`src/rtl/alu_nzcv_pkg.sv`:
```
package alu_nzcv_pkg;

  typedef enum logic [1:0] {
    ALU_ADD = 2'b00,
    ALU_SUB = 2'b01,
    ALU_AND = 2'b10,
    ALU_OR  = 2'b11
  } alu_op_e;

  // positions of the condition bits inside the status word
  localparam int FLG_Z     = 0;
  localparam int FLG_N     = 1;
  localparam int FLG_C     = 2;
  localparam int FLG_V     = 3;
  localparam int FLG_COUNT = 4;

  // arithmetic ops have the high select bit clear
  function automatic logic op_is_arith(input logic [1:0] op);
    return ~op[1];
  endfunction

  // subtract is the arithmetic op with the low bit set
  function automatic logic op_is_sub(input logic [1:0] op);
    return ~op[1] & op[0];
  endfunction

  // bitwise logic ops choose OR when the low bit is set
  function automatic logic op_is_or(input logic [1:0] op);
    return op[1] & op[0];
  endfunction

endpackage

```
`src/rtl/alu_nzcv_addsub.sv`:
```
module alu_nzcv_addsub #(
  parameter int W = 16
) (
  input  logic [W-1:0] a_i,
  input  logic [W-1:0] b_i,
  input  logic         sub_i,
  output logic [W-1:0] sum_o,
  output logic         carry_o,
  output logic         ovf_o
);

  logic [W-1:0] b_eff;
  logic [W:0]   full_sum;
  logic [W-1:0] low_sum;
  logic         carry_into_msb;
  logic         raw_cout;
  logic         borrow;

  always_comb begin
    b_eff    = sub_i ? ~b_i : b_i;
    full_sum = {1'b0, a_i} + {1'b0, b_eff} + {{W{1'b0}}, sub_i};
    low_sum  = {1'b0, a_i[W-2:0]} + {1'b0, b_eff[W-2:0]} + {{(W-1){1'b0}}, sub_i};
  end

  assign carry_into_msb = low_sum[W-1];
  assign raw_cout       = full_sum[W];
  assign sum_o          = full_sum[W-1:0];
  // a subtraction with no carry out of the inverted add has borrowed
  assign borrow         = sub_i & ~raw_cout;
  assign carry_o        = sub_i ? borrow : raw_cout;
  // overflow from the carries around the sign bit
  assign ovf_o          = carry_into_msb ^ raw_cout;

  always_comb begin
    if (sub_i) begin
      AST_SUB_BORROW: assert (carry_o == (a_i < b_i))
        else $error("borrow flag disagrees with unsigned compare");
    end else begin
      AST_ADD_CARRY: assert (carry_o == (sum_o < a_i))
        else $error("carry flag disagrees with wrapped sum");
    end
    AST_OVF_SIGN: assert (ovf_o == ((a_i[W-1] == (b_i[W-1] ^ sub_i)) && (sum_o[W-1] != a_i[W-1])))
      else $error("overflow flag disagrees with operand signs");
  end

endmodule

```
`src/rtl/alu_nzcv_logic.sv`:
```
module alu_nzcv_logic #(
  parameter int W = 16
) (
  input  logic [W-1:0] a_i,
  input  logic [W-1:0] b_i,
  input  logic         or_i,
  output logic [W-1:0] y_o
);

  for (genvar i = 0; i < W; i++) begin : g_bit
    assign y_o[i] = or_i ? (a_i[i] | b_i[i]) : (a_i[i] & b_i[i]);
  end

  always_comb begin
    AST_LOGIC_BOUND: assert (or_i ? ((y_o & ~(a_i | b_i)) == '0) : ((y_o & ~(a_i & b_i)) == '0))
      else $error("logic result has a bit outside its operands");
  end

endmodule

```
`src/rtl/alu_nzcv_flags.sv`:
```
module alu_nzcv_flags
  import alu_nzcv_pkg::*;
#(
  parameter int DATA_W = 16,
  parameter int FLAG_W = 16
) (
  input  logic [DATA_W-1:0] result_i,
  input  logic              carry_i,
  input  logic              ovf_i,
  input  logic              arith_i,
  output logic [FLAG_W-1:0] flags_o
);

  logic zero_w;
  logic neg_w;

  assign zero_w = ~|result_i;
  assign neg_w  = result_i[DATA_W-1];

  always_comb begin
    flags_o        = '0;
    flags_o[FLG_Z] = zero_w;
    flags_o[FLG_N] = neg_w;
    flags_o[FLG_C] = arith_i & carry_i;
    flags_o[FLG_V] = arith_i & ovf_i;
  end

endmodule

```
`src/rtl/alu_nzcv.sv`:
```
module alu_nzcv
  import alu_nzcv_pkg::*;
#(
  parameter int DATA_W = 16,
  parameter int FLAG_W = 16
) (
  input  logic [DATA_W-1:0] a_i,
  input  logic [DATA_W-1:0] b_i,
  input  logic [1:0]        op_i,
  output logic [DATA_W-1:0] result_o,
  output logic [FLAG_W-1:0] flags_o
);

  localparam int MSB = DATA_W - 1;

  logic [DATA_W-1:0] arith_y;
  logic [DATA_W-1:0] logic_y;
  logic              arith_carry;
  logic              arith_ovf;
  logic              is_arith;
  logic              is_sub;
  logic              is_or;

  assign is_arith = op_is_arith(op_i);
  assign is_sub   = op_is_sub(op_i);
  assign is_or    = op_is_or(op_i);

  alu_nzcv_addsub #(.W(DATA_W)) u_addsub (
    .a_i    (a_i),
    .b_i    (b_i),
    .sub_i  (is_sub),
    .sum_o  (arith_y),
    .carry_o(arith_carry),
    .ovf_o  (arith_ovf)
  );

  alu_nzcv_logic #(.W(DATA_W)) u_logic (
    .a_i (a_i),
    .b_i (b_i),
    .or_i(is_or),
    .y_o (logic_y)
  );

  assign result_o = is_arith ? arith_y : logic_y;

  alu_nzcv_flags #(.DATA_W(DATA_W), .FLAG_W(FLAG_W)) u_flags (
    .result_i(result_o),
    .carry_i (arith_carry),
    .ovf_i   (arith_ovf),
    .arith_i (is_arith),
    .flags_o (flags_o)
  );

  always_comb begin
    if (!is_arith) begin
      AST_LOGIC_CLEAR: assert (flags_o[FLG_C] == 1'b0 && flags_o[FLG_V] == 1'b0)
        else $error("carry or overflow left set by a logic op");
    end
    AST_UPPER_ZERO: assert ((flags_o >> FLG_COUNT) == '0)
      else $error("unused status bits not zero");
    AST_NEG_SIGN: assert (flags_o[FLG_N] == (is_arith ? arith_y[MSB] : logic_y[MSB]))
      else $error("negative flag does not follow the selected sign bit");
  end

endmodule

```
`config.mk`:
```
export PLATFORM = sky130hd
export DESIGN_NAME = alu_nzcv
export DESIGN_NICKNAME = d
export VERILOG_FILES = /design/src/rtl/alu_nzcv_pkg.sv /design/src/rtl/alu_nzcv_addsub.sv /design/src/rtl/alu_nzcv_logic.sv /design/src/rtl/alu_nzcv_flags.sv /design/src/rtl/alu_nzcv.sv
export SDC_FILE = /design/constraint.sdc
export NUM_CORES = 1
export LEC_CHECK = 0
export BUFFER_PORTS_ARGS = -buffer_cell sky130_fd_sc_hd__clkbuf_2
export CAP_MARGIN = 10
export CORE_AREA = 2 2 66 74
export DETAILED_ROUTE_END_ITERATION = 8
export DIE_AREA = 0 0 68 76
export GPL_TIMING_DRIVEN = 0
export SKIP_LAST_GASP = 1
export SYNTH_ARGS = -nofsm -noshare
export SYNTH_HDL_FRONTEND = slang
export SYNTH_SLANG_ARGS = --single-unit
```
`constraint.sdc`:
```
create_clock -name vclk -period 18.45
set_clock_uncertainty 0.2 [all_clocks]
set_input_delay 2.7675 -clock vclk [all_inputs]
set_output_delay 2.7675 -clock vclk [all_outputs]
set_load 0.02 [all_outputs]
```
==> key figures <==
Global routing
  • GRT Total Usage: 16.3%
  • First-pass GRT wire length: 6.91 mm
  • Initial antenna violation count: 0
  • Total gr overflow: 0
  • Largest net degree at the start of global routing: 11
  • Vias in the first global route: 1581

Timing
  • Max Freq: 91.7 MHz
  • Crit path time final: 10.90 ns
  • Final count of hold timing violations: 0
  • Rel. slew slack: 44.8%
  • Setup-failing EPs final: 0
  • Setup TNS: 0 ns
  • Worst slew pin tran: 0.828 ns
  • Slew Viols, Final: 0
  • RSZ-0062 raised after global routing: no
  • Final Cycle Share: 59.1%

Drt
  • Routed wire per std cell: 12.3 µm
  • Met3 routed WL: 154 µm
  • First drt pass iteration count: 4
  • Final WL: 4.17 mm
  • Drt via density: 5.10
  • # DRC: 0
  • Final ANT Viol Nets: 0
  • 1st-iter DRT viols: 91
  • Highest routed layer: met4
  • Met2 Wirelength: 2.09 mm
  • DR vias: 1723
  • Met1 Wirelength: 1.90 mm

Layout
  • Sequential cell area: 0 µm²
  • Share of layout cells above drive strength 1: 28.4%
  • Area delta synth->final: 24.5%
  • Nets: 338
  • # clk buffers: 0
  • N_diodes: 0
  • Final Core Density: 43.1%
  • FF+latch count: 0
  • Cell area after layout: 0.00194 mm²

Floorplanning
  • Initial Util: 34.6%
  • Die area: 0.00517 mm²
  • Chip height: 76 µm
  • IO Count: 66
  • Core Footprint: 0.00449 mm²
  • Die X: 68 µm
  • Row count: 26

Worst hold path
  • Class of the worst hold path: primary input to output pin
  • Hold path depth: 4
  • Hold path start: a_i[10]
  • WHS Endpoint: result_o[10]

Pwr
  • Power Dens Cells: 45.4 mW/mm²
  • Leakage: 0.000922 µW
  • Maximum VDD drop: 0.0181 mV

Synth
  • Area share of the largest cell type after synthesis: 15.3%
  • Area leader, netlist: ha_1
  • Distinct cell type count after synthesis: 52
  • Yosys warns: 0
  • Syn Area/Cell: 7.17 µm²
  • Sequential share of the synthesized area: 0%
  • Mapped Area: 0.00156 mm²
  • Cells after Synth: 217
  • Synth area leaders: ha_1 15%, xnor2_1 11%, buf_4 7.2%

Run status
  • Status: complete, no violations

Placement
  • Gpl congestion: 0.834
  • Placed Area: 0.00194 mm²
  • Post-detail-place hpwl: 3.51 mm
  • PortBufs: 54

CTS
  • Post-cts resize count: 0
  • Post-CTS Hold Fix Bufs: 0
  • Number of setup buffers added after CTS: 0

Job
  • Max-cap violations: 0

Critical path
  • Critical-path maximum fanout: 10
  • Worst Path Required: 15.48 ns
  • WS Path Type: primary input to output pin
  • Worst path arrival time: 7.93 ns
  • CP Launch Type: primary input
  • Setup crit end kind: output pin
## where the power goes
part | switching, µW | internal [µW]
clock network | 0 | 0
logic | 51.4 | 36.5
registers | 0 | 0
## cells in the mapped netlist (2+ instances only)
cell type and n:
a211o_1 2, a211oi_1 2, a21boi_0 2, a21o_1 2, a21oi_1 17, and3_1 2, buf_4 15, clkbuf_1 5
ha_1 19, inv_1 6, maj3_1 10, mux2_2 3, nand2_1 21, nand3_1 3, nand4_1 3, nor2_1 16
nor3_1 6, nor3b_1 3, nor4b_1 2, o211ai_1 5, o21ai_0 11, o21ai_1 2, o31ai_1 4, or3_1 3
or4_1 2, xnor2_1 19, xor2_1 7
## how the worst max path moves through the flow
stage          slack (ns)  startpoint         end  depth (start not counted)
2_1_floorplan        8.70     op_i[0]  flags_o[0]                         16
5_1_grt              7.21     op_i[0]  flags_o[0]                         18
6_report             7.55     op_i[0]  flags_o[0]                         18
4_1_cts              7.40     op_i[0]  flags_o[0]                         18
3_5_place_dp         7.40     op_i[0]  flags_o[0]                         18
3_3_place_gp         7.41     op_i[0]  flags_o[0]                         18
## cells in the final DEF (no fill, tap or decap), types with 4 or more instances in the layout
cell type,count
clkbuf_2,54
nand2_1,21
xnor2_1,19
ha_1,19
a21oi_1,17
nor2_1,16
buf_4,15
conb_1,12
o21ai_0,11
maj3_1,10
xor2_1,7
inv_1,6
nor3_1,6
clkbuf_1,5
o211ai_1,5
o31ai_1,4
## critical path, stage by stage
cell       delay [ns]
clkbuf_2         0.12
clkbuf_1         0.41
clkbuf_1         0.46
nand2_1          0.35
clkbuf_1         0.46
xnor2_1          0.24
ha_1             0.31
buf_6            0.14
nor3b_1          0.13
a211o_1          0.29
or3_4            0.33
nor4_1           0.39
nand4bb_1        0.18
or4_1            0.46
or4_1            0.45
nor4_2           0.15
buf_4            0.14
clkbuf_2         0.15
## logic make-up (layout without fill, tap and decap cells)
kind of cell / Yosys count / count (layout) / share of synthesized area [%]
simple gates: 68 / 68 / 22.8
compound gates: 60 / 60 / 25.9
fa+ha+maj: 30 / 30 / 23.0
buf+inv: 29 / 83 / 11.2
xor+xnor: 26 / 26 / 14.6
mux: 3 / 3 / 2.17
other cells: 1 / 12 / 0.241
## layer usage
metal  track usage, %  vias to the layer above
met5                0                        -
met4             3.00                        0
met3            0.148                        2
met2             29.2                       42
met1             21.4                      768
li1                 -                      911
## stage by stage
stage / hold slack (ns) / std cells / power [µW] / setup slack [ns]
after global placement: 5.75 / 338 / 87.6 / 7.41
after floorplan: 5.58 / 228 / 65.5 / 8.70
after CTS: 5.78 / 338 / 88.4 / 7.40
after global routing: 5.86 / 338 / 98.0 / 7.21
final: 5.77 / 338 / 87.8 / 7.55
after detailed placement: 5.78 / 338 / 88.0 / 7.40
## cell type report
cell class	count	area, µm²
timing repair buffer	54	270
tap	56	70.1
multi-input combinational	199	1420
buffer	22	148
fill	480	2550
inverter	7	26.3
No activity file was read; power rests on OpenSTA's default activity.
